<file path="config.mk">
export PLATFORM = sky130hd
export DESIGN_NAME = glitchless_clkdiv
export DESIGN_NICKNAME = d
export VERILOG_FILES = /design/src/rtl/gdiv_pkg.sv /design/src/rtl/gdiv_ctrl.sv /design/src/rtl/gdiv_count.sv /design/src/rtl/gdiv_gate.sv /design/src/rtl/glitchless_clkdiv.sv
export SDC_FILE = /design/constraint.sdc
export NUM_CORES = 1
export LEC_CHECK = 0
export ABC_AREA = 0
export BUFFER_PORTS_ARGS = -buffer_cell sky130_fd_sc_hd__buf_2
export CORE_ASPECT_RATIO = 0.75
export CORE_UTILIZATION = 45
export CTS_BUF_LIST = sky130_fd_sc_hd__clkbuf_16
export DETAILED_ROUTE_END_ITERATION = 10
export HOLD_SLACK_MARGIN = 0.06
export PLACE_DENSITY_LB_ADDON = 0.3
export SKIP_CTS_REPAIR_TIMING = 1
export SLEW_MARGIN = 15
export SYNTH_ARGS = -nofsm -noshare
export SYNTH_HDL_FRONTEND = slang
export SYNTH_SLANG_ARGS = --single-unit
export TNS_END_PERCENT = 5
</file>
<file path="constraint.sdc">
create_clock -name clk_i -period 5 [get_ports clk_i]
set_input_delay 0.25 -clock clk_i [delete_from_list [all_inputs] [get_ports clk_i]]
set_output_delay 0.25 -clock clk_i [all_outputs]
set_load 0.02 [all_outputs]
</file>
<file path="src/rtl/gdiv_pkg.sv">
package gdiv_pkg;

  typedef enum logic [2:0] {
    ST_RUN,
    ST_DRAIN,
    ST_PARK,
    ST_START,
    ST_HOLD
  } gdiv_state_e;

  typedef enum logic [1:0] {
    CNT_CLEAR,
    CNT_COUNT,
    CNT_LAUNCH
  } gdiv_cmd_e;

endpackage

</file>
<file path="src/rtl/gdiv_ctrl.sv">
module gdiv_ctrl
  import gdiv_pkg::*;
#(
  parameter int CODE_W    = 8,
  parameter int START_CYC = 4
) (
  input  logic              clk_i,
  input  logic              rst_ni,
  input  logic [CODE_W-1:0] code_i,
  input  logic              load_i,
  input  logic              sync_i,
  input  logic              low_next_i,
  output gdiv_cmd_e         cmd_o,
  output logic              gate_en_o,
  output logic [CODE_W-1:0] div_o,
  output logic              byp_o,
  output logic              odd_o,
  output logic              busy_o,
  output gdiv_state_e       state_o
);

  localparam int SC_W = (START_CYC > 2) ? $clog2(START_CYC) : 1;
  localparam logic [SC_W-1:0] SC_LAST = SC_W'(START_CYC - 1);
  localparam logic [SC_W-1:0] SC_ONE  = SC_W'(1);

  gdiv_state_e       state_q, state_d;
  logic [SC_W-1:0]   stcnt_q, stcnt_d;
  logic [CODE_W-1:0] div_q, div_d;
  logic [CODE_W-1:0] pend_q, pend_d;
  logic              pend_v_q, pend_v_d;
  logic              gate_q, gate_d;
  logic              bypass;
  logic              load_acc;

  assign bypass   = (div_q == '0);
  assign busy_o   = pend_v_q | (state_q == ST_DRAIN) | (state_q == ST_PARK) |
                    (state_q == ST_START);
  assign load_acc = load_i & ~busy_o;

  always_comb begin
    state_d  = state_q;
    stcnt_d  = stcnt_q;
    div_d    = div_q;
    pend_d   = pend_q;
    pend_v_d = pend_v_q;
    gate_d   = gate_q;
    cmd_o    = CNT_CLEAR;
    if (load_acc) begin
      pend_d   = code_i;
      pend_v_d = 1'b1;
    end
    unique case (state_q)
      ST_RUN: begin
        if (sync_i) begin
          state_d = ST_HOLD;
          gate_d  = 1'b0;
        end else begin
          cmd_o = bypass ? CNT_CLEAR : CNT_COUNT;
          if (load_acc) state_d = ST_DRAIN;
        end
      end
      ST_DRAIN: begin
        if (sync_i) begin
          state_d = ST_HOLD;
          gate_d  = 1'b0;
        end else if (bypass) begin
          gate_d  = 1'b0;
          state_d = ST_PARK;
        end else if (low_next_i) begin
          state_d = ST_PARK;
        end else begin
          cmd_o = CNT_COUNT;
        end
      end
      ST_PARK: begin
        if (pend_v_q) begin
          div_d    = pend_q;
          pend_v_d = 1'b0;
        end
        state_d = ST_START;
        stcnt_d = SC_LAST;
      end
      ST_START: begin
        if (sync_i) begin
          state_d = ST_HOLD;
          gate_d  = 1'b0;
        end else if (stcnt_q == '0) begin
          state_d = ST_RUN;
          if (!bypass) cmd_o = CNT_LAUNCH;
        end else begin
          stcnt_d = stcnt_q - SC_ONE;
          if ((stcnt_q == SC_ONE) && bypass) gate_d = 1'b1;
        end
      end
      ST_HOLD: begin
        gate_d = 1'b0;
        if (!sync_i) state_d = ST_PARK;
      end
      default: state_d = ST_PARK;
    endcase
  end

  always_ff @(posedge clk_i or negedge rst_ni) begin
    if (!rst_ni) begin
      state_q  <= ST_START;
      stcnt_q  <= SC_LAST;
      div_q    <= '0;
      pend_q   <= '0;
      pend_v_q <= 1'b0;
      gate_q   <= 1'b0;
    end else begin
      state_q  <= state_d;
      stcnt_q  <= stcnt_d;
      div_q    <= div_d;
      pend_q   <= pend_d;
      pend_v_q <= pend_v_d;
      gate_q   <= gate_d;
    end
  end

  assign gate_en_o = gate_q;
  assign div_o     = div_q;
  assign byp_o     = bypass;
  assign odd_o     = ~div_q[0];
  assign state_o   = state_q;

  // a strobe during a drain leaves the captured request untouched
  a_r8_busy_ignore: assert property (@(posedge clk_i) disable iff (!rst_ni)
    (load_i && state_q == ST_DRAIN) |=> (pend_q == $past(pend_q)));

  // sync removes the pass-through enable on the next edge
  a_r9_gate_off: assert property (@(posedge clk_i) disable iff (!rst_ni)
    sync_i |=> !gate_q);

endmodule

</file>
<file path="src/rtl/gdiv_count.sv">
module gdiv_count
  import gdiv_pkg::*;
#(
  parameter int CODE_W = 8
) (
  input  logic              clk_i,
  input  logic              rst_ni,
  input  gdiv_cmd_e         cmd_i,
  input  logic [CODE_W-1:0] lim_i,
  input  logic              odd_i,
  output logic              low_next_o,
  output logic              rise_o,
  output logic              wave_o
);

  logic [CODE_W-1:0] cnt_q, cnt_nxt, half;
  logic [CODE_W:0]   n_full;
  logic              rise_q, tail_q;

  assign n_full     = {1'b0, lim_i} + (CODE_W+1)'(1);
  assign half       = n_full[CODE_W:1];
  assign cnt_nxt    = (cnt_q >= lim_i) ? '0 : cnt_q + CODE_W'(1);
  assign low_next_o = (cnt_nxt >= half);

  always_ff @(posedge clk_i or negedge rst_ni) begin
    if (!rst_ni) begin
      cnt_q  <= '0;
      rise_q <= 1'b0;
    end else begin
      unique case (cmd_i)
        CNT_COUNT: begin
          cnt_q  <= cnt_nxt;
          rise_q <= (cnt_nxt < half);
        end
        CNT_LAUNCH: begin
          cnt_q  <= '0;
          rise_q <= 1'b1;
        end
        default: begin
          cnt_q  <= '0;
          rise_q <= 1'b0;
        end
      endcase
    end
  end

  // half-cycle extension for odd ratios
  always_ff @(negedge clk_i or negedge rst_ni) begin
    if (!rst_ni) tail_q <= 1'b0;
    else         tail_q <= rise_q & odd_i;
  end

  assign rise_o = rise_q;
  assign wave_o = rise_q | tail_q;

  // the count never leaves the range selected by the code
  a_r2_cnt_range: assert property (@(posedge clk_i) disable iff (!rst_ni)
    cnt_q <= lim_i);

  // even ratios never carry the falling-edge extension
  a_r3_even_no_tail: assert property (@(posedge clk_i) disable iff (!rst_ni)
    !odd_i |-> !tail_q);

endmodule

</file>
<file path="src/rtl/gdiv_gate.sv">
module gdiv_gate (
  input  logic clk_i,
  input  logic rst_ni,
  input  logic en_i,
  output logic en_o,
  output logic gclk_o
);

  logic en_q;

  always_ff @(negedge clk_i or negedge rst_ni) begin
    if (!rst_ni) en_q <= 1'b0;
    else         en_q <= en_i;
  end

  assign en_o   = en_q;
  assign gclk_o = clk_i & en_q;

endmodule

</file>
<file path="src/rtl/glitchless_clkdiv.sv">
module glitchless_clkdiv
  import gdiv_pkg::*;
#(
  parameter int CODE_W    = 8,
  parameter int START_CYC = 4
) (
  input  logic              clk_i,
  input  logic              rst_ni,
  input  logic [CODE_W-1:0] div_code_i,
  input  logic              load_i,
  input  logic              sync_i,
  output logic              clk_o,
  output logic              busy_o
);

  gdiv_cmd_e         cmd;
  gdiv_state_e       state;
  logic [CODE_W-1:0] div;
  logic              byp, odd, low_next, gate_en, gate_q, gclk, rise, wave;

  gdiv_ctrl #(.CODE_W(CODE_W), .START_CYC(START_CYC)) u_ctrl (
    .clk_i      (clk_i),
    .rst_ni     (rst_ni),
    .code_i     (div_code_i),
    .load_i     (load_i),
    .sync_i     (sync_i),
    .low_next_i (low_next),
    .cmd_o      (cmd),
    .gate_en_o  (gate_en),
    .div_o      (div),
    .byp_o      (byp),
    .odd_o      (odd),
    .busy_o     (busy_o),
    .state_o    (state)
  );

  gdiv_count #(.CODE_W(CODE_W)) u_count (
    .clk_i      (clk_i),
    .rst_ni     (rst_ni),
    .cmd_i      (cmd),
    .lim_i      (div),
    .odd_i      (odd),
    .low_next_o (low_next),
    .rise_o     (rise),
    .wave_o     (wave)
  );

  gdiv_gate u_gate (
    .clk_i  (clk_i),
    .rst_ni (rst_ni),
    .en_i   (gate_en),
    .en_o   (gate_q),
    .gclk_o (gclk)
  );

  // select only changes in the park state, where both paths are low
  assign clk_o = byp ? gclk : wave;

  // both output paths are quiet while the new ratio is installed
  a_r6_park_quiet: assert property (@(posedge clk_i) disable iff (!rst_ni)
    (state == ST_PARK) |-> (!wave && !gate_q));

  // busy drops exactly when the restarted output goes high
  a_r7_busy_launch: assert property (@(posedge clk_i) disable iff (!rst_ni)
    $fell(busy_o) |-> (byp ? gate_q : rise));

  // the counter path is low one edge after sync is seen
  a_r9_hold_low: assert property (@(posedge clk_i) disable iff (!rst_ni)
    sync_i |=> !wave);

endmodule

</file>
# --- After elaboration in Yosys (flattened, before gate mapping) ---
# Index checks and enable logic that the tools add are counted.
totals:
  regBits: 34
  input_bits: 12
  output_inout_bits: 2
  word_cells: 87
op_classes:
  n_addsub: 3
  magnitude_cmp: 3
  eq_ne: 17
  muxes: 35
  bitwise_logic: 9
  n_reduce_logical: 10
op_table:
  columns: ["op", "n"]
  rows:
  - ["$mux 3", 8]
  - ["$ge 8x8->1", 2]
  - ["$mux 2", 8]
  - ["$mux 8", 2]
  - ["$pmux 3 s5", 1]
  - ["$mux 1", 12]
  - ["$ne 3x3->1 const B", 4]
  - ["$add 8x1->9 const B", 1]
  - ["$add 8x1->8 const B", 1]
  - ["$logic_not 8->1", 1]
  - ["$lt 8x8->1", 1]
  - ["$ne 2x2->1 const B", 4]
  - ["$eq 3x2->1 const B", 2]
  - ["$pmux 2 s3", 1]
  - ["$reduce_and 5->1", 1]
  - ["$eq 2x1->1 const B", 2]
  - ["$ne 4x4->1 const B", 1]
  - ["$or 1x1->1", 4]
  - ["$pmux 1 s4", 1]
  - ["$pmux 2 s2", 1]
  - ["$reduce_and 4->1", 1]
  - ["$reduce_bool 4->1", 1]
  - ["$and 1x1->1", 3]
  - ["$eq 3x1->1 const B", 1]
  - ["12 further kinds", 13]

# --- Longest topological paths before layout ---
# Gate-level depths: netlist of run 1.
depth:
  depth_word: 9
  mapped_depth: 15
  mapped_depth_nobuf: 14

# --- Modules after synthesis ---
# A second synthesis of run 1 with hierarchy kept.
hier_totals:
  hier_cells: 206
  hier_area_um2: 2179.6
by_module_without_submodules:
  columns: ["module", "n_inst", "cells_each", "area_each_um2", "seq_area_each_um2"]
  rows:
  - ["gdiv_ctrl", 1, 90, 1103.6, 580.6]
  - ["gdiv_count", 1, 113, 1029.7, 250.2]
  - ["gdiv_gate", 1, 2, 31.3, 25.0]
  - ["glitchless_clkdiv", 1, 1, 15.0, 0.0]

==> flow_metrics.py, run 1 <==
metrics = {
    "synthesis": {
        "synth_cells": 228,
        "yosys.area.top_type_share_pct": 31.41,
        "avgSynthCellArea_um2": 9.785,
        "synth_top_cell_by_area": "dfrtp_1",
        "syn-cell-area_mm2": 0.002231,
        "ys_top_cells_by_count": "28 x dfrtp_1, 23 x ha_1, 22 x nand2_1",
        "async_flop_share_pct": 100.0,
        "yosysSeqAreaShare_pct": 38.36,
        "synth_xor_area_share_pct": 4.319,
        "synthFlopType": "dfrtp_1",
        "yosysMostFrequentCell": "dfrtp_1",
        "ys_ff_latch": 34,
        "synth.area.mux_share_pct": 5.384,
        "yosys.area_share.simple_pct": 20.42,
        "synth_edf_count": 0,
        "ys_types": 48,
        "synth_nets": 263,
        "synth-compound-area-share_pct": 13.91,
        "yosysWarnings": 0,
        "synthTopCellsByArea": "dfrtp_1 31%, ha_1 13%, mux2_4 5.4%",
        "synth_top_family_by_area": "simple AND/OR/NAND/NOR gates",
        "synthAdderAreaFrac_pct": 12.90,
    },
    "timing": {
        "worst_pin_slew_ps": 846.7,
        "fmax_mhz": 242.3,
        "min_period_ps": 4127,
        "hold_viol": 0,
        "setup_ws_ps": 872.8,
        "period_share_pct": 82.54,
        "clock-skew-final_ps": 45.59,
        "rsz0062_at_grt": "no",
        "finalMaxSlewViolations": 0,
        "slew_headroom_pct": 43.31,
        "setup_viol": 0,
        "finalSetupTns_ps": 0,
    },
    "global_route": {
        "first_global_vias": 1623,
        "grt_pass1_wl_um": 7755,
        "grt_use_total_pct": 19.43,
        "grt_max_degree": 35,
        "grt_antenna_before_repair": 0,
        "grt_overflow_total": 0,
    },
    "power": {
        "power_mw": 1.550,
        "total_leakage_power_nw": 1.192,
        "p_per_area_mw_per_mm2": 596.6,
        "ir_drop_mv": 0.4367,
    },
    "setup_path": {
        "start_kind": "register",
        "cp_slowest_cell": "nor3b_2",
        "crit_chain": "inv_1, ha_1, o21ai_0, o21ai_0, nor3b_2, nor3_1, ha_1, a21oi_1, o21ai_0, nand2_1, and3_2, ha_1, or3b_2, o22ai_1",
        "cp_num_buf_inv": 1,
        "ff2ff_setup_slack_ps": 870,
        "path_delay_family": "simple AND/OR/NAND/NOR gates",
        "critPathKind": "reg -> reg",
        "cp_max_fo": 16,
        "reg2reg_depth": 14,
        "r2r-start": "u_ctrl.div_o[2]",
        "critPathArrivalTime_ps": 4440,
        "r2r_end": "u_count.rise_o",
        "max_stage_delay_ps": 720,
        "cp-end-kind": "register",
        "crit_required_ps": 5310,
    },
    "job": {
        "cap_violations": 0,
    },
    "placement": {
        "dp_hpwl_um": 3221,
        "placed_area_mm2": 0.002318,
        "routabilityCongestion": 0.8329,
        "portBuffers": 13,
        "pre_cts_ws_ps": 1009,
    },
    "routing": {
        "vias": 1662,
        "topRoutingLayerUsed": "met4",
        "routed_wl_um": 4470,
        "drt-initial-drc-count": 83,
        "dr_wl_met2_um": 1825,
        "wl_per_cell_um": 14.80,
        "drtPass1Iterations": 4,
        "drc": 0,
        "wl_met3_um": 165,
        "wl_met1_um": 2436,
        "routed_via_density": 5.503,
        "ant_nets": 0,
    },
    "run_status": {
        "status": "complete, no violations",
    },
    "layout": {
        "layout.nets": 279,
        "design_area_mm2": 0.002597,
        "drive_gt1_share_pct": 19.59,
        "synthToLayoutAreaGrowth_pct": 16.43,
        "n_antenna_cell": 0,
    },
    "clock_network": {
        "cts_tree": "yes",
        "clkTransAtPathRegs_ps": 60,
        "clock_latency_ps": 430,
    },
    "min_path": {
        "hold_end": "u_ctrl.pend_q[0]",
        "hold_depth": 2,
        "min-delay-start": "div_code_i[0]",
        "hold_class": "in -> reg",
    },
    "floorplanning": {
        "fp.dieW_um": 83.30,
        "die_area_mm2": 0.005246,
        "fp.coreArea_mm2": 0.004598,
        "die_h_um": 62.98,
        "start_util_pct": 48.52,
        "io_pins": 14,
        "rows": 21,
    },
}
cells by family after synthesis:
kind of cell	count (synthesis)
buffers and inverters	23
AOI/OAI and AO/OA	46
DFF	34
and+or+nand+nor	83
xor gates and xnor gates	11
adders and majority gates	23
muxes	8
metrics by stage:
step	utilization, %	std cells	hold slack [ps]
floorplan	-	228	-45.59
global placement	50.42	290	370.5
detailed placement	50.42	290	368.9
CTS	56.27	301	-40.69
global route	56.49	302	78.58
finish	56.49	302	84.57
flip-flops by register name (all words and copies together) (netlist names):
register	cells
u_count.cnt_q	8
u_count.rise_o	1
u_count.tail_q	1
u_ctrl.div_o	8
u_ctrl.gate_en_o	1
u_ctrl.pend_q	8
u_ctrl.pend_v_q	1
u_ctrl.state_o	3
u_ctrl.stcnt_q	2
u_gate.en_o	1
area by class of cell:
class / count / area [µm²]
timing repair buffer: 13 / 70.07
fill: 372 / 2001
sequential: 34 / 855.8
tap: 57 / 71.32
inverter: 15 / 56.30
multi-input combinational: 171 / 1270
clock inverter: 3 / 68.82
clock buffer: 9 / 205.2
power breakdown:
group          switching [mW]  internal (mW)
clock network           0.140          0.391
registers               0.119          0.375
logic                   0.275          0.251
total                   0.533           1.02
cell usage in the layout, fill, tap and decap left out, types with 2 or more instances in the layout:
cell type,n
xnor2_1,9
dfrtp_1,28
nand3_1,7
nand4_1,4
dfrtn_1,2
mux2_4,8
a31oi_1,2
inv_1,15
dfstp_2,4
a2bb2oi_1,2
xor2_1,2
nor2_1,11
bufinv_16,2
ha_1,23
buf_2,13
nor3_1,16
nand2_1,22
nor4b_1,2
or3b_2,2
and3_1,2
a21o_1,3
nor2b_1,2
a21oi_1,14
o21ai_0,15
o2111ai_1,2
clkbuf_16,8
nor3b_1,3
worst max path at each step:
stage                               start              to  slack (ps)  depth (start not counted)
final                     u_ctrl.div_o[2]  u_count.rise_o         870                         14
after global routing      u_ctrl.div_o[2]  u_count.rise_o         540                         14
after CTS                 u_ctrl.div_o[2]  u_count.rise_o         860                         14
after detailed placement  u_ctrl.div_o[2]  u_count.rise_o        1010                         14
after global placement    u_ctrl.div_o[2]  u_count.rise_o        1030                         14
after floorplan               u_gate.en_o           clk_o        1480                          2
layer usage:
layer,vias to the layer above,track usage [%]
met1,778,27.94
met2,25,25.61
met4,0,8.190
li1,852,-
met3,7,7.398
met5,-,0
Note: power is estimated with default switching activity, not from simulation.
==> run 2: changes to the inputs <==
--- a/config.mk
+++ b/config.mk
@@ -5,7 +5,7 @@
 export SDC_FILE = /design/constraint.sdc
 export NUM_CORES = 1
 export LEC_CHECK = 0
-export ABC_AREA = 0
+export ABC_AREA = 1
 export BUFFER_PORTS_ARGS = -buffer_cell sky130_fd_sc_hd__buf_2
 export CORE_ASPECT_RATIO = 0.75
 export CORE_UTILIZATION = 45
==> constraint.sdc (replaced) <==
create_clock -name clk_i -period 4.2 [get_ports clk_i]
set_input_delay 0.21 -clock clk_i [delete_from_list [all_inputs] [get_ports clk_i]]
set_output_delay 0.21 -clock clk_i [all_outputs]
set_load 0.02 [all_outputs]
==> flow_metrics.py, run 2 <==
metrics = {
    "synthesis": {
        "ys_types": 28,
        "synth_edf_count": 0,
        "ys_top_cells_by_count": "48 x nand2_1, 43 x inv_1, 30 x nor2_1",
        "synth-compound-area-share_pct": 10.19,
        "ys_ff_latch": 34,
        "yosysSeqAreaShare_pct": 38.49,
        "synth_xor_area_share_pct": 3.939,
        "syn-cell-area_mm2": 0.002223,
        "synth_top_family_by_area": "simple AND/OR/NAND/NOR gates",
        "synthAdderAreaFrac_pct": 12.94,
        "avgSynthCellArea_um2": 8.174,
        "async_flop_share_pct": 100.0,
        "synth_top_cell_by_area": "dfrtp_1",
        "synth_cells": 272,
        "yosys.area.top_type_share_pct": 31.51,
        "yosysWarnings": 0,
        "synth.area.mux_share_pct": 0,
        "synth_nets": 307,
        "synthFlopType": "dfrtp_1",
        "yosys.area_share.simple_pct": 25.27,
        "synthTopCellsByArea": "dfrtp_1 32%, ha_1 13%, nand2_1 8.1%",
        "yosysMostFrequentCell": "nand2_1",
    },
    "setup_path": {
        "critPathKind": "reg -> out",
        "critPathArrivalTime_ps": 3280,
        "start_kind": "register",
        "ff2ff_setup_slack_ps": 970,
        "cp_num_buf_inv": 1,
        "cp_max_fo": 1,
        "cp-end-kind": "output pin",
        "crit_required_ps": 3990,
        "max_stage_delay_ps": 380,
        "cp_slowest_cell": "dfrtn_1",
        "crit_chain": "nand2_1, o21ai_0, buf_2",
        "path_delay_family": "flip-flops",
    },
    "power": {
        "ir_drop_mv": 0.5174,
        "p_per_area_mw_per_mm2": 693.6,
        "total_leakage_power_nw": 1.374,
    },
    "timing": {
        "hold_viol": 0,
        "finalSetupTns_ps": 0,
        "rsz0062_at_grt": "no",
        "holdWs_ps": 67.04,
        "slew_headroom_pct": 77.45,
        "setup_viol": 0,
        "clock-skew-final_ps": 43.70,
        "finalMaxSlewViolations": 0,
        "worst_pin_slew_ps": 338.3,
    },
    "layout": {
        "fin_util_pct": 55.84,
        "layout_common_cells": "48 x nand2_1, 44 x inv_1, 30 x nor2_1, 28 x dfrtp_1, 23 x ha_1",
        "n_antenna_cell": 0,
        "drive_gt1_share_pct": 19.32,
        "final_cells": 352,
        "layout.nets": 329,
        "synthToLayoutAreaGrowth_pct": 15.48,
        "layout.cells.most_common": "nand2_1",
    },
    "routing": {
        "vias": 1739,
        "drc": 0,
        "drt-initial-drc-count": 102,
        "routed_wl_um": 4221,
        "drtPass1Iterations": 4,
        "ant_nets": 0,
        "routed_via_density": 4.940,
        "wl_per_cell_um": 11.99,
    },
    "floorplanning": {
        "rows": 21,
        "die_h_um": 62.88,
        "die_area_mm2": 0.005229,
        "start_util_pct": 48.35,
        "fp.coreArea_mm2": 0.004598,
        "fp.dieW_um": 83.17,
        "io_pins": 14,
    },
    "clock_network": {
        "cts_tree": "yes",
        "clock_latency_ps": 430,
        "clkTransAtPathRegs_ps": 60,
    },
    "global_route": {
        "grt_pass1_wl_um": 7300,
        "grt_antenna_before_repair": 0,
        "grt_use_total_pct": 18.15,
        "grt_overflow_total": 0,
        "first_global_vias": 1627,
        "grt_max_degree": 28,
    },
    "placement": {
        "place_inst": 340,
        "portBuffers": 13,
        "routabilityCongestion": 0.8350,
        "dp_hpwl_um": 3241,
    },
    "min_path": {
        "hold_class": "in -> reg",
    },
    "run_status": {
        "status": "complete, no violations",
    },
    "job": {
        "cap_violations": 0,
    },
}
run 2: cells by family (layout without fill, tap and decap cells):
| kind of cell | after synthesis | after routing |
|---|---|---|
| AO/OA/AOI/OAI | 38 | 38 |
| AND/OR/NAND/NOR | 116 | 116 |
| buffers and inverters | 51 | 74 |
| flip-flops | 34 | 34 |
| XOR/XNOR | 10 | 10 |
| adder cells (fa/ha/maj) | 23 | 23 |
run 2: cell type report:
class	instances	area, µm²
Timing Repair Buffer	14	77.57
Tap cell	57	71.32
Clock buffer	9	205.2
Sequential cell	34	855.8
Fill cell	403	2031
Inverter	48	180.2
Multi-Input combinational cell	187	1164
Clock inverter	3	13.76
run 2: per-stage QoR:
step	total power [mW]	area [µm²]	setup slack (ps)
floorplan	1.139	2223	1010
global placement	1.274	2344	1143
detailed placement	1.293	2344	1004
CTS	1.791	2557	675.6
global route	1.932	2567	578.0
finish	1.781	2567	714.7
run 2: tightest hold or removal path, cell delays in order:
cell and delay (ps):
buf_2 70, nor2_1 30, a21oi_1 100
run 2: per-layer routing:
| layer | global-route usage [%] | wire length [µm] | part of all wire, % |
|---|---|---|---|
| met5 | 0 | 0 | 0 |
| met4 | 5.819 | 29 | 0.69 |
| met3 | 6.605 | 210 | 5.0 |
| met2 | 25.00 | 1699 | 40 |
| met1 | 26.17 | 2281 | 54 |
run 2: where the power goes:
part / switching [mW] / internal, mW / total, mW
registers: 0.0912 / 0.459 / 0.550
logic: 0.472 / 0.266 / 0.738
clock network: 0.154 / 0.339 / 0.493
run 2: path summary, 6_finish.rpt:
path | depth (start not counted) | end | start
max | 3 | clk_o | u_gate.en_o
min | 3 | u_ctrl.pend_q[3] | div_code_i[3]
max reg2reg | 16 | u_count.cnt_q[7] | u_ctrl.div_o[5]
min reg2reg | 2 | u_ctrl.state_o[0] | u_ctrl.state_o[0]
max in group asynchronous | 2 | u_gate.en_o | rst_ni
min in group asynchronous | 2 | u_ctrl.gate_en_o | rst_ni
